File: config.mk
export PLATFORM = sky130hd
export DESIGN_NAME = tok_line_ctrl
export DESIGN_NICKNAME = d
export VERILOG_FILES = /design/src/rtl/tok_pkg.sv /design/src/rtl/tok_count.sv /design/src/rtl/tok_req.sv /design/src/rtl/tok_line_ctrl.sv
export SDC_FILE = /design/constraint.sdc
export NUM_CORES = 1
export LEC_CHECK = 0
export BUFFER_PORTS_ARGS = -buffer_cell sky130_fd_sc_hd__buf_2
export CAP_MARGIN = 20
export CORE_AREA = 3 3 59 61
export CTS_BUF_LIST = sky130_fd_sc_hd__clkbuf_8
export DETAILED_ROUTE_END_ITERATION = 16
export DIE_AREA = 0 0 62 64
export HOLD_SLACK_MARGIN = 0.06
export PLACE_DENSITY_LB_ADDON = 0.1
export RECOVER_POWER = 25
export SLEW_MARGIN = 20
export SYNTH_ARGS = -nofsm -noshare
export SYNTH_HDL_FRONTEND = slang
export SYNTH_SLANG_ARGS = --single-unit
File: constraint.sdc
create_clock -name clk -period 3.5 [get_ports clk]
set_clock_uncertainty 0.1 [all_clocks]
set_input_delay 0 -clock clk [delete_from_list [all_inputs] [get_ports clk]]
set_output_delay 0 -clock clk [all_outputs]
set_load 0.01 [all_outputs]
File: src/rtl/tok_pkg.sv
`timescale 1ns/1ps
package tok_pkg;

    localparam int unsigned DEF_TOTAL = 16;

    typedef enum logic {
        OP_READ  = 1'b0,
        OP_WRITE = 1'b1
    } op_kind_e;

    // Permission test: a read needs one token, a write needs all of them.
    function automatic logic perm_met(input int unsigned cnt,
                                      input int unsigned total,
                                      input op_kind_e    kind);
        if (kind == OP_WRITE) return cnt == total;
        return cnt != 0;
    endfunction

    function automatic int unsigned id_width(input int unsigned nodes);
        return (nodes > 1) ? $clog2(nodes) : 1;
    endfunction

endpackage

File: src/rtl/tok_count.sv
`timescale 1ns/1ps
module tok_count
    import tok_pkg::*;
#(
    parameter int unsigned TOTAL_TOKENS = DEF_TOTAL,
    parameter int unsigned INIT_TOKENS  = 0,
    parameter int unsigned NODE_ID      = 0,
    parameter int unsigned IDW          = 2,
    parameter int unsigned CW           = 5
) (
    input  logic           clk,
    input  logic           rst,
    input  logic           req_in_valid,
    input  logic           req_in_write,
    input  logic [IDW-1:0] req_in_src,
    input  logic           rsp_in_valid,
    input  logic [CW-1:0]  rsp_in_tokens,
    output logic [CW-1:0]  count,
    output logic           rsp_out_valid,
    output logic [IDW-1:0] rsp_out_dst,
    output logic [CW-1:0]  rsp_out_tokens
);
    localparam logic [CW-1:0]  FULL   = CW'(TOTAL_TOKENS);
    localparam logic [CW-1:0]  START  = CW'(INIT_TOKENS);
    localparam logic [IDW-1:0] SELFID = IDW'(NODE_ID);

    logic          foreign;
    logic [CW-1:0] give;
    logic [CW-1:0] gain;

    always_comb begin
        foreign = req_in_valid && (req_in_src != SELFID) && (count != '0);
        give    = '0;
        if (foreign) begin
            if (req_in_write)       give = count;
            else if (count == FULL) give = CW'(1);
        end
        gain = rsp_in_valid ? rsp_in_tokens : '0;
    end

    always_ff @(posedge clk) begin
        if (rst) begin
            count          <= START;
            rsp_out_valid  <= 1'b0;
            rsp_out_dst    <= '0;
            rsp_out_tokens <= '0;
        end else begin
            count          <= count + gain - give;
            rsp_out_valid  <= (give != '0);
            rsp_out_dst    <= req_in_src;
            rsp_out_tokens <= give;
        end
    end
endmodule

File: src/rtl/tok_req.sv
`timescale 1ns/1ps
module tok_req
    import tok_pkg::*;
#(
    parameter int unsigned TOTAL_TOKENS = DEF_TOTAL,
    parameter int unsigned TW           = 8,
    parameter int unsigned CW           = 5
) (
    input  logic          clk,
    input  logic          rst,
    input  logic          op_valid,
    input  logic          op_write,
    input  logic [TW-1:0] limit,
    input  logic [CW-1:0] count,
    output logic          pend,
    output logic          req_valid,
    output logic          req_write,
    output logic          done
);
    typedef struct packed {
        logic          busy;
        op_kind_e      kind;
        logic [TW-1:0] tmr;
    } wait_t;

    wait_t          st;
    op_kind_e       op_kind;
    logic           sat_new;
    logic           sat_wait;
    logic [TW:0]    tmr_inc;

    always_comb begin
        op_kind  = op_kind_e'(op_write);
        sat_new  = perm_met(32'(count), TOTAL_TOKENS, op_kind);
        sat_wait = perm_met(32'(count), TOTAL_TOKENS, st.kind);
        tmr_inc  = {1'b0, st.tmr} + {{TW{1'b0}}, 1'b1};
    end

    always_ff @(posedge clk) begin
        if (rst) begin
            st        <= '{busy: 1'b0, kind: OP_READ, tmr: '0};
            req_valid <= 1'b0;
            req_write <= 1'b0;
            done      <= 1'b0;
        end else begin
            req_valid <= 1'b0;
            done      <= 1'b0;
            if (!st.busy) begin
                if (op_valid) begin
                    if (sat_new) begin
                        done <= 1'b1;
                    end else begin
                        st        <= '{busy: 1'b1, kind: op_kind, tmr: '0};
                        req_valid <= 1'b1;
                        req_write <= op_write;
                    end
                end
            end else if (sat_wait) begin
                st.busy <= 1'b0;
                st.tmr  <= '0;
                done    <= 1'b1;
            end else if (tmr_inc >= {1'b0, limit}) begin
                st.tmr    <= '0;
                req_valid <= 1'b1;
                req_write <= (st.kind == OP_WRITE);
            end else begin
                st.tmr <= tmr_inc[TW-1:0];
            end
        end
    end

    assign pend = st.busy;
endmodule

File: src/rtl/tok_line_ctrl.sv
`timescale 1ns/1ps
module tok_line_ctrl
    import tok_pkg::*;
#(
    parameter int unsigned TOTAL_TOKENS = DEF_TOTAL,
    parameter int unsigned INIT_TOKENS  = 0,
    parameter int unsigned NODES        = 4,
    parameter int unsigned NODE_ID      = 0,
    parameter int unsigned TW           = 8,
    localparam int unsigned IDW         = id_width(NODES),
    localparam int unsigned CW          = $clog2(TOTAL_TOKENS + 1)
) (
    input  logic           clk,
    input  logic           rst,
    input  logic           op_valid,
    input  logic           op_write,
    input  logic [TW-1:0]  timeout_limit,
    input  logic           req_in_valid,
    input  logic           req_in_write,
    input  logic [IDW-1:0] req_in_src,
    input  logic           rsp_in_valid,
    input  logic [CW-1:0]  rsp_in_tokens,
    output logic           req_out_valid,
    output logic           req_out_write,
    output logic [IDW-1:0] req_out_src,
    output logic           rsp_out_valid,
    output logic [IDW-1:0] rsp_out_dst,
    output logic [CW-1:0]  rsp_out_tokens,
    output logic [CW-1:0]  tokens,
    output logic           rd_ok,
    output logic           wr_ok,
    output logic           pend,
    output logic           done
);
    logic [CW-1:0] count;

    tok_count #(
        .TOTAL_TOKENS(TOTAL_TOKENS), .INIT_TOKENS(INIT_TOKENS),
        .NODE_ID(NODE_ID), .IDW(IDW), .CW(CW)
    ) u_count (
        .clk(clk), .rst(rst),
        .req_in_valid(req_in_valid), .req_in_write(req_in_write),
        .req_in_src(req_in_src),
        .rsp_in_valid(rsp_in_valid), .rsp_in_tokens(rsp_in_tokens),
        .count(count),
        .rsp_out_valid(rsp_out_valid), .rsp_out_dst(rsp_out_dst),
        .rsp_out_tokens(rsp_out_tokens)
    );

    tok_req #(
        .TOTAL_TOKENS(TOTAL_TOKENS), .TW(TW), .CW(CW)
    ) u_req (
        .clk(clk), .rst(rst),
        .op_valid(op_valid), .op_write(op_write),
        .limit(timeout_limit), .count(count),
        .pend(pend), .req_valid(req_out_valid),
        .req_write(req_out_write), .done(done)
    );

    assign tokens      = count;
    assign rd_ok       = perm_met(32'(count), TOTAL_TOKENS, OP_READ);
    assign wr_ok       = perm_met(32'(count), TOTAL_TOKENS, OP_WRITE);
    assign req_out_src = IDW'(NODE_ID);
endmodule

==> impl_metrics.py, run 1 <==
metrics = {
    "logic_synthesis": {
        "ys_seq_area_share_pct": 32.1,
        "synth_edf_count": 0,
        "synth_flop_cell": "dfxtp_1",
        "synthAdderAreaFrac_pct": 15.7,
        "ys_warn_count": 0,
        "muxShareOfSynthArea_pct": 0.617,
        "synth_area_um2": 1620,
        "yosysTopAreaCellShare_pct": 32.1,
        "syn_area_per_cell_um2": 8.63,
        "synthCells": 188,
        "synth.largest_area_cell": "dfxtp_1",
        "synth_compound_area_share_pct": 18.1,
        "async_flop_share_pct": 0,
        "synth_seq_cells": 26,
        "synthDistinctLibCells": 44,
        "netlist_top_cells_area": "dfxtp_1 (32%), ha_1 (11%), fa_1 (4.9%)",
        "synth-simple-area-share_pct": 22.4,
        "synth_top_family_by_area": "simple AND/OR/NAND/NOR gates",
        "synth-xor-area-share_pct": 4.32,
    },
    "sta": {
        "max_slew.worst_pin.slew_ns": 0.533,
        "fmax_mhz": 327,
        "slew_viol_final": 0,
        "grt_setup_unrepaired": "no",
        "setup_viol": 0,
        "hold_slack_ns": 0.0604,
        "relSlewSlack_pct": 64.1,
        "hold_violations": 0,
        "fin_crit_ns": 3.06,
        "final.period_utilization_pct": 87.5,
        "fin_setup_tns_ns": 0,
    },
    "power": {
        "p_leak_nw": 0.926,
        "p_int_w": 0.000666,
        "switching_share_pct": 37.9,
        "p_comb_share_pct": 45.8,
        "powerDensity_nw_per_um2": 544,
        "pwr-share-clk_pct": 17.7,
        "vdd_drop_max_mv": 0.335,
        "p_seq_share_pct": 36.5,
        "switchingPower_w": 0.000407,
    },
    "critical_path": {
        "cp_max_fo": 10,
        "worstSetupStartpoint": "u_req.st[0]$_SDFFE_PP0P_",
        "rr_endpoint": "u_req.req_valid$_SDFF_PP0_",
        "crit_type": "register to register",
        "rr_startpoint": "u_req.st[0]$_SDFFE_PP0P_",
        "ff2ff_path_depth": 11,
        "startpoint_type": "register",
        "r2r_setup_slack_ns": 0.44,
        "end_kind": "register",
        "crit_required_ns": 3.55,
        "cp_data_arrival_time_ns": 3.11,
    },
    "job": {
        "maxCapViolations": 0,
    },
    "clock_network": {
        "clockBufferDepth": 2,
        "cts_tree": "built",
        "numCtsBuffers": 3,
        "clk_pin_slew_ns": 0.09,
        "clk_root_buffer_cell": "clkbuf_8",
        "clock_latency_ns": 0.26,
        "ctsHtreeMaxLevel": 1,
        "cts.repair.resized": 0,
        "clock-sinks": 26,
    },
    "floorplanning": {
        "pin_count": 43,
        "num_rows": 20,
        "die_area_um2": 3970,
        "die-height_um": 64,
        "coreArea_um2": 3030,
        "die_w_um": 62,
        "start_util_pct": 53.6,
    },
    "route": {
        "via_per_inst": 5.19,
        "drtIter0Drc": 69,
        "vias": 1457,
        "drtPass1Iterations": 4,
        "drt_wl_total_um": 3470,
        "ant_nets": 0,
        "drc": 0,
        "drt-wirelength-per-cell_um": 12.3,
    },
    "final_layout": {
        "seq_area_um2": 520,
        "multi_input_area_um2": 998,
        "stdcell_area_um2": 1970,
        "layout_commonest_cell": "buf_2",
        "mostFrequentLayoutCells": "buf_2 (29), dfxtp_1 (26), inv_1 (18), nand2_1 (18), nor2_1 (16)",
        "drive_gt1_share_pct": 19.0,
        "fill_cells": 260,
        "final_nets": 278,
        "area_delta_synth_final_pct": 21.8,
        "antenna_cells": 0,
    },
    "grt": {
        "grt_use_total_pct": 19.4,
        "grt_pass1_wl_um": 5970,
        "grt_pass1_vias": 1425,
        "antenna_found_initial": 0,
        "grt_start_max_net_pins": 26,
        "gr-total-overflow": 0,
    },
    "place": {
        "io_buffers": 40,
        "gp_congestion": 0.874,
        "dpl_cell_area_um2": 1850,
        "detailed_place_hpwl_um": 2660,
    },
    "worst_hold_path": {
        "holdPathEnd": "u_count.count[2]$_SDFF_PP0_",
        "hold_path_depth": 2,
        "worst_hold_path_type": "primary input to register",
        "min-delay-start": "rst",
    },
    "outcome": {
        "outcome": "complete, no violations",
    },
}
[cells by family (layout without fill, tap and decap cells)]
logic type / count (synthesis) / count (layout)
xor+xnor: 8 / 8
simple gates: 70 / 70
other cells: 1 / 2
buf+inv: 24 / 72
mux: 1 / 1
compound gates: 40 / 40
flops: 26 / 26
fa+ha+maj: 18 / 18
[critical path: stages (launching register included)]
cell	delay (ns)
dfxtp_1	0.42
ha_1	0.25
nand2_1	0.07
or2_1	0.23
and2_1	0.18
or2_2	0.29
ha_1	0.28
and3_1	0.16
a221oi_1	0.27
o21a_1	0.40
and2_1	0.20
a21boi_0	0.08
[power groups by stage]
stage	clock network, W	registers (W)	logic, W
2_1_floorplan	0	0.000406	0.000346
3_3_place_gp	0	0.000397	0.000473
3_5_place_dp	0	0.000400	0.000488
4_1_cts	0.000194	0.000392	0.000498
5_1_grt	0.000207	0.000401	0.000561
6_report	0.000190	0.000392	0.000492
[flip-flops by register name, indices dropped and copies added, names as in the netlist]
signal	flops
u_req.req_write	1
u_req.st	9
u_count.count	5
u_req.done	1
u_req.req_valid	1
u_req.pend	1
u_count.rsp_out_tokens	5
u_count.rsp_out_valid	1
u_count.rsp_out_dst	2
[routing by layer]
metal / up-vias / global-route usage, % / routed length (µm)
li1: 741 / - / -
met1: 662 / 25.2 / 1530
met2: 46 / 31.0 / 1710
met3: 8 / 3.03 / 146
met4: 0 / 8.49 / 74
met5: - / 0 / 0
[area by class of cell]
cell class	count	area share [%]
timing repair buffer	49	13.9
multi-input combinational	139	50.6
clock buffer	4	2.79
sequential	26	26.4
tap	44	2.79
inverter	19	3.61
[per-stage QoR]
| stage | setup slack [ns] | power [W] | util, % | std cells |
|---|---|---|---|---|
| floorplan | 0.812 | 0.000752 | - | 189 |
| global placement | 0.581 | 0.000869 | 61.2 | 269 |
| detailed placement | 0.524 | 0.000888 | 61.2 | 269 |
| CTS | 0.508 | 0.00108 | 65.7 | 281 |
| global route | 0.301 | 0.00117 | 65.2 | 281 |
| finish | 0.439 | 0.00107 | 65.2 | 281 |
[how the worst max path moves through the flow]
stage          slack (ns)                         end
4_1_cts              0.51  u_req.req_valid$_SDFF_PP0_
5_1_grt              0.30  u_req.req_valid$_SDFF_PP0_
3_5_place_dp         0.52  u_req.req_valid$_SDFF_PP0_
3_3_place_gp         0.58  u_req.req_valid$_SDFF_PP0_
6_report             0.44  u_req.req_valid$_SDFF_PP0_
2_1_floorplan        0.81    u_req.st[2]$_SDFFE_PP0P_
[synthesized netlist by cell type (2+ instances only)]
| library cell | instances |
|---|---|
| a21o_1 | 4 |
| a21oi_1 | 11 |
| a32oi_1 | 4 |
| and2_1 | 3 |
| and3_1 | 2 |
| buf_4 | 2 |
| dfxtp_1 | 26 |
| fa_1 | 4 |
| ha_1 | 14 |
| inv_1 | 18 |
| nand2_1 | 18 |
| nand3_1 | 5 |
| nor2_1 | 16 |
| nor2b_1 | 7 |
| nor3_1 | 8 |
| o211ai_1 | 4 |
| o21a_1 | 3 |
| o21ai_0 | 3 |
| or2_2 | 3 |
| or2b_1 | 3 |
| xnor2_1 | 5 |
| xor2_1 | 3 |
[timing repair]
item / CTS / global route
hold buffers: 8 / 0
hold endpoints to repair: 6 / 0
setup buffers: 0 / 0
Note: power is estimated with default switching activity, not from simulation.
==> inputs of run 2 (changes only) <==
ABC_AREA = 1   (was unset)
==> run 2 against run 1 <==
Effect of this change: power grew 8.3%; worst hold slack gained 0.044 ns; critical path depth grew 3; worst setup slack gained 0.18 ns; critical path type is now primary input to register; register-to-register slack gained 0.25 ns.
==> impl_metrics.py, run 2 <==
metrics = {
    "clock_network": {
        "cts_tree": "built",
        "clk_root_buffer_cell": "clkbuf_8",
        "clk_pin_slew_ns": 0.09,
        "clockBufferDepth": 2,
        "cts-hold-fix-buffers": 10,
        "cts.repair.resized": 0,
        "clock-sinks": 26,
        "cts_setup_buffers": 0,
        "numCtsBuffers": 3,
        "clock_latency_ns": 0.28,
        "ctsHtreeMaxLevel": 1,
    },
    "sta": {
        "fin_setup_tns_ns": 0,
        "final.period_utilization_pct": 82.4,
        "hold_violations": 0,
        "grt_setup_unrepaired": "no",
        "setup_viol": 0,
        "fin_crit_ns": 2.88,
        "fmax_mhz": 347,
        "slew_viol_final": 0,
    },
    "power": {
        "vdd_drop_max_mv": 0.423,
        "total_power_w": 0.00116,
        "powerDensity_nw_per_um2": 590,
        "p_leak_nw": 1.04,
    },
    "route": {
        "via_per_inst": 4.52,
        "drtIter0Drc": 80,
        "ant_nets": 0,
        "drc": 0,
        "vias": 1375,
        "drt-wirelength-per-cell_um": 10.3,
        "drt_wl_total_um": 3120,
        "drtPass1Iterations": 4,
    },
    "job": {
        "maxCapViolations": 0,
    },
    "place": {
        "dpl_cell_area_um2": 1810,
        "detailed_place_hpwl_um": 2400,
        "io_buffers": 40,
        "gp_congestion": 0.824,
    },
    "logic_synthesis": {
        "ys_top_cells_by_count": "nand2_1 (47), inv_1 (43), dfxtp_1 (26)",
        "ys_warn_count": 0,
        "synth_flop_cell": "dfxtp_1",
        "yosysTopAreaCellShare_pct": 33.0,
        "yosysMostFrequentCell": "nand2_1",
        "synth_seq_cells": 26,
        "synth.largest_area_cell": "dfxtp_1",
        "synth_edf_count": 0,
        "synthCells": 209,
        "async_flop_share_pct": 0,
        "syn_area_per_cell_um2": 7.54,
        "netlist_top_cells_area": "dfxtp_1 (33%), nand2_1 (11%), ha_1 (11%)",
        "ys_seq_area_share_pct": 33.0,
        "synthDistinctLibCells": 28,
        "synth_area_um2": 1580,
    },
    "floorplanning": {
        "die_area_um2": 3970,
        "die_w_um": 62,
        "num_rows": 20,
        "die-height_um": 64,
        "coreArea_um2": 3030,
        "pin_count": 43,
        "start_util_pct": 52.1,
    },
    "critical_path": {
        "crit_required_ns": 3.55,
        "crit_type": "primary input to register",
        "startpoint_type": "primary input",
        "cp_data_arrival_time_ns": 2.93,
        "end_kind": "register",
        "cp_max_fo": 9,
    },
    "final_layout": {
        "reg_top3": "u_req.st (9), u_count.count (5), u_count.rsp_out_tokens (5)",
        "final_nets": 301,
        "top_register": "u_req.st",
        "stdcell_area_um2": 1970,
        "mostFrequentLayoutCells": "nand2_1 (47), inv_1 (43), buf_2 (29)",
        "drive_gt1_share_pct": 16.9,
        "antenna_cells": 0,
        "area_delta_synth_final_pct": 25.0,
        "largest_register_ffs": 9,
        "layout_commonest_cell": "nand2_1",
        "final_util_pct": 65.1,
    },
    "worst_hold_path": {
        "worst_hold_path_type": "primary input to register",
    },
    "outcome": {
        "outcome": "complete, no violations",
    },
    "grt": {
        "antenna_found_initial": 0,
        "grt_pass1_vias": 1267,
        "grt_start_max_net_pins": 23,
        "gr-total-overflow": 0,
        "grt_use_total_pct": 17.1,
        "grt_pass1_wl_um": 5210,
    },
}
==> run 2: area by class of cell <==
cell class / instances / area (µm²)
multi-input combinational: 136 / 872
timing repair buffer: 50 / 287
fill: 286 / 1060
sequential: 26 / 520
clock buffer: 3 / 41.3
inverter: 44 / 165
tap: 44 / 55.1
clock inverter: 1 / 30.0
==> run 2: layer usage <==
| layer | track usage (%) | part of all wire [%] |
|---|---|---|
| met5 | 0 | 0 |
| met4 | 2.65 | 0.58 |
| met3 | 5.86 | 5.8 |
| met2 | 26.7 | 45 |
| met1 | 22.9 | 48 |
==> run 2: power breakdown <==
group / switching, W / leakage (nW) / internal (W)
clock: 0.0000960 / 0.0357 / 0.000153
combinational: 0.000321 / 0.787 / 0.000212
sequential: 0.0000378 / 0.212 / 0.000343
total: 0.000455 / 1.04 / 0.000708
==> run 2: cells by family after synthesis <==
logic type / count (synthesis) / synth area share, %
and+or+nand+nor: 83 / 24.6
buffers and inverters: 48 / 11.9
AOI/OAI and AO/OA: 26 / 10.2
DFF: 26 / 33.0
adders and majority gates: 18 / 16.2
xor gates and xnor gates: 7 / 3.89
other: 1 / 0.238
==> run 2: through the flow <==
stage,std cells,worst slack (ns),hold WS (ns)
2_1_floorplan,210,0.808,-0.0190
3_3_place_gp,290,0.824,0.117
3_5_place_dp,290,0.742,0.128
4_1_cts,304,0.615,0.0951
5_1_grt,304,0.389,0.128
6_report,304,0.617,0.104
==> run 2: path summary, 6_finish.rpt <==
check                              start                              endpoint  slack, ns  depth (start not counted)
max                        req_in_src[1]           u_count.count[4]$_SDFF_PP0_       0.62                         14
min                         req_in_valid  u_count.rsp_out_tokens[0]$_SDFF_PP0_       0.10                          4
max reg2reg  u_count.count[0]$_SDFF_PP0_           u_count.count[4]$_SDFF_PP0_       0.69                         15
min reg2reg     u_req.st[1]$_SDFFE_PP0P_              u_req.st[1]$_SDFFE_PP0P_       0.39                          2
==> run 2: worst max-delay path: stages <==
cell and delay (ns):
dlygate4sd3_1 0.53, buf_2 0.12, o21a_1 0.22, nand2_1 0.26, nor2_1 0.10, fa_1 0.51, inv_1 0.07, fa_1 0.43
nand2_1 0.09, nand2_1 0.05, a21oi_1 0.15, xnor2_1 0.15, nand3_1 0.10, nor3b_1 0.15
==> inputs of run 3 (changes only) <==
ABC_AREA = 0   (was 1)
clock period = 2.7 ns   (was 3.5 ns; I/O delays follow)
==> run 3 against run 2 <==
Effect of this change: via count is 13% higher; count of clock-buffer cells in the layout stayed put; register-to-register slack worse by 0.63 ns; sequential power is 32% higher; global-route usage is 5.6 points higher; cell area is 14% higher; power is 37% higher; die area stayed put.
==> impl_metrics.py, run 3 (same netlist as run 1, synthesis figures left out) <==
metrics = {
    "outcome": {
        "outcome": "complete, no violations",
    },
    "place": {
        "io_buffers": 40,
        "detailed_place_hpwl_um": 2960,
        "dpl_cell_area_um2": 1950,
        "gp_congestion": 0.812,
    },
    "final_layout": {
        "top_register": "u_req.st",
        "antenna_cells": 0,
        "final_nets": 299,
        "area_delta_synth_final_pct": 39.0,
        "mostFrequentLayoutCells": "buf_2 (30), dfxtp_1 (22), inv_1 (18)",
        "reg_top3": "u_req.st (9), u_count.count (5), u_count.rsp_out_tokens (5)",
        "final_util_pct": 74.5,
        "fill_cells": 222,
        "largest_register_ffs": 9,
        "drive_gt1_share_pct": 31.8,
        "stdcell_area_um2": 2250,
        "layout_commonest_cell": "buf_2",
    },
    "sta": {
        "setup_viol": 0,
        "fin_setup_tns_ns": 0,
        "fin_crit_ns": 2.64,
        "final.period_utilization_pct": 97.8,
        "grt_setup_unrepaired": "yes",
        "fmax_mhz": 379,
        "hold_slack_ns": 0.0882,
        "slew_viol_final": 0,
        "hold_violations": 0,
    },
    "power": {
        "p_leak_nw": 1.04,
        "total_power_w": 0.00159,
        "vdd_drop_max_mv": 0.537,
        "powerDensity_nw_per_um2": 706,
    },
    "critical_path": {
        "crit_required_ns": 2.80,
        "startpoint_type": "register",
        "cp_data_arrival_time_ns": 2.74,
        "crit_type": "register to register",
        "worstSetupStartpoint": "u_req.st[1]$_SDFFE_PP0P_",
        "cp_max_fo": 7,
        "end_kind": "register",
        "rr_startpoint": "u_req.st[1]$_SDFFE_PP0P_",
    },
    "grt": {
        "grt_use_total_pct": 22.7,
        "gr-total-overflow": 0,
        "grt_pass1_wl_um": 7020,
        "grt_start_max_net_pins": 26,
        "grt_pass1_vias": 1637,
        "antenna_found_initial": 0,
    },
    "route": {
        "drtPass1Iterations": 4,
        "vias": 1559,
        "drt-wirelength-per-cell_um": 14.3,
        "drt_wl_total_um": 4310,
        "ant_nets": 0,
        "drtIter0Drc": 73,
        "via_per_inst": 5.16,
        "drc": 0,
    },
    "job": {
        "maxCapViolations": 0,
    },
    "worst_hold_path": {
        "worst_hold_path_type": "primary input to register",
        "min-delay-start": "rsp_in_tokens[0]",
    },
    "clock_network": {
        "numCtsBuffers": 3,
        "clk_pin_slew_ns": 0.09,
        "ctsHtreeMaxLevel": 1,
        "clock-sinks": 26,
        "clockBufferDepth": 2,
        "cts_tree": "built",
        "clock_latency_ns": 0.27,
        "clk_root_buffer_cell": "clkbuf_8",
    },
    "floorplanning": {
        "coreArea_um2": 3030,
        "num_rows": 20,
        "die_w_um": 62,
        "pin_count": 43,
        "die-height_um": 64,
        "start_util_pct": 53.6,
        "die_area_um2": 3970,
    },
}
## run 3: cell types whose count changed in the layout (fill, tap and decap cells not counted), moves of 4 or more
cell	delta
nor2b_1	+7
inv_1	-25
a21oi_1	-4
nand2_1	-31
dfxtp_1	-4
a21o_1	+4
nor3_1	+4
ha_1	-4
buf_4	+17
nand3_2	-4
## run 3: area by class of cell
type / instances / area [µm²] / share of cell area [%]
Timing Repair Buffer: 70 / 448 / 19.9
Multi-Input combinational cell: 139 / 1080 / 47.9
Sequential cell: 26 / 528 / 23.4
Clock buffer: 3 / 41.3 / 1.83
Clock inverter: 1 / 30.0 / 1.33
Tap cell: 44 / 55.1 / 2.44
Inverter: 19 / 71.3 / 3.16
## run 3: through the flow
step	worst slack [ns]	std cells
floorplan	0.0119	189
global placement	0.0175	282
detailed placement	-0.105	282
CTS	0.0141	299
global route	-0.0860	302
finish	0.0591	302
## run 3: routing by layer
| layer | GRT usage [%] | wire [µm] |
|---|---|---|
| met5 | 0 | 0 |
| met4 | 7.16 | 116 |
| met3 | 3.23 | 118 |
| met2 | 39.5 | 2230 |
| met1 | 27.5 | 1840 |
## run 3: final timing paths
check | end | slack, ns | cells past startpoint
worst max-delay path | u_req.st[7]$_SDFFE_PP0P_ | 0.06 | 12
worst min register to register | u_req.st[6]$_SDFFE_PP0P_ | 0.49 | 2
worst max register to register | u_req.st[7]$_SDFFE_PP0P_ | 0.06 | 12
worst min-delay path | u_count.count[0]$_SDFF_PP0_ | 0.09 | 4
## run 3: power by group
group	leakage [nW]	switching, W	internal (W)
logic	0.789	0.000402	0.000362
clock network	0.0357	0.000129	0.000198
registers	0.215	0.0000614	0.000441
total	1.04	0.000592	0.00100
## run 3: critical path, cell delays in order, from the launching register on
cell and delay (ns):
dfxtp_2 0.36, ha_4 0.14, nand2_2 0.04, or2_1 0.25, and2_4 0.17, or2_4 0.23, ha_4 0.21, and3_4 0.15
a221oi_2 0.24, o21a_1 0.23, buf_6 0.17, a32oi_2 0.12, nor2_1 0.16
## run 3: repair_timing
item                                    in CTS  in global routing
endpoints found under the setup margin      10                 11
gates resized for setup                      9                 16
endpoints found under the hold margin       13                  0
setup buffers                                2                  3
hold buffers                                11                  0
pin swaps                                    3                 16
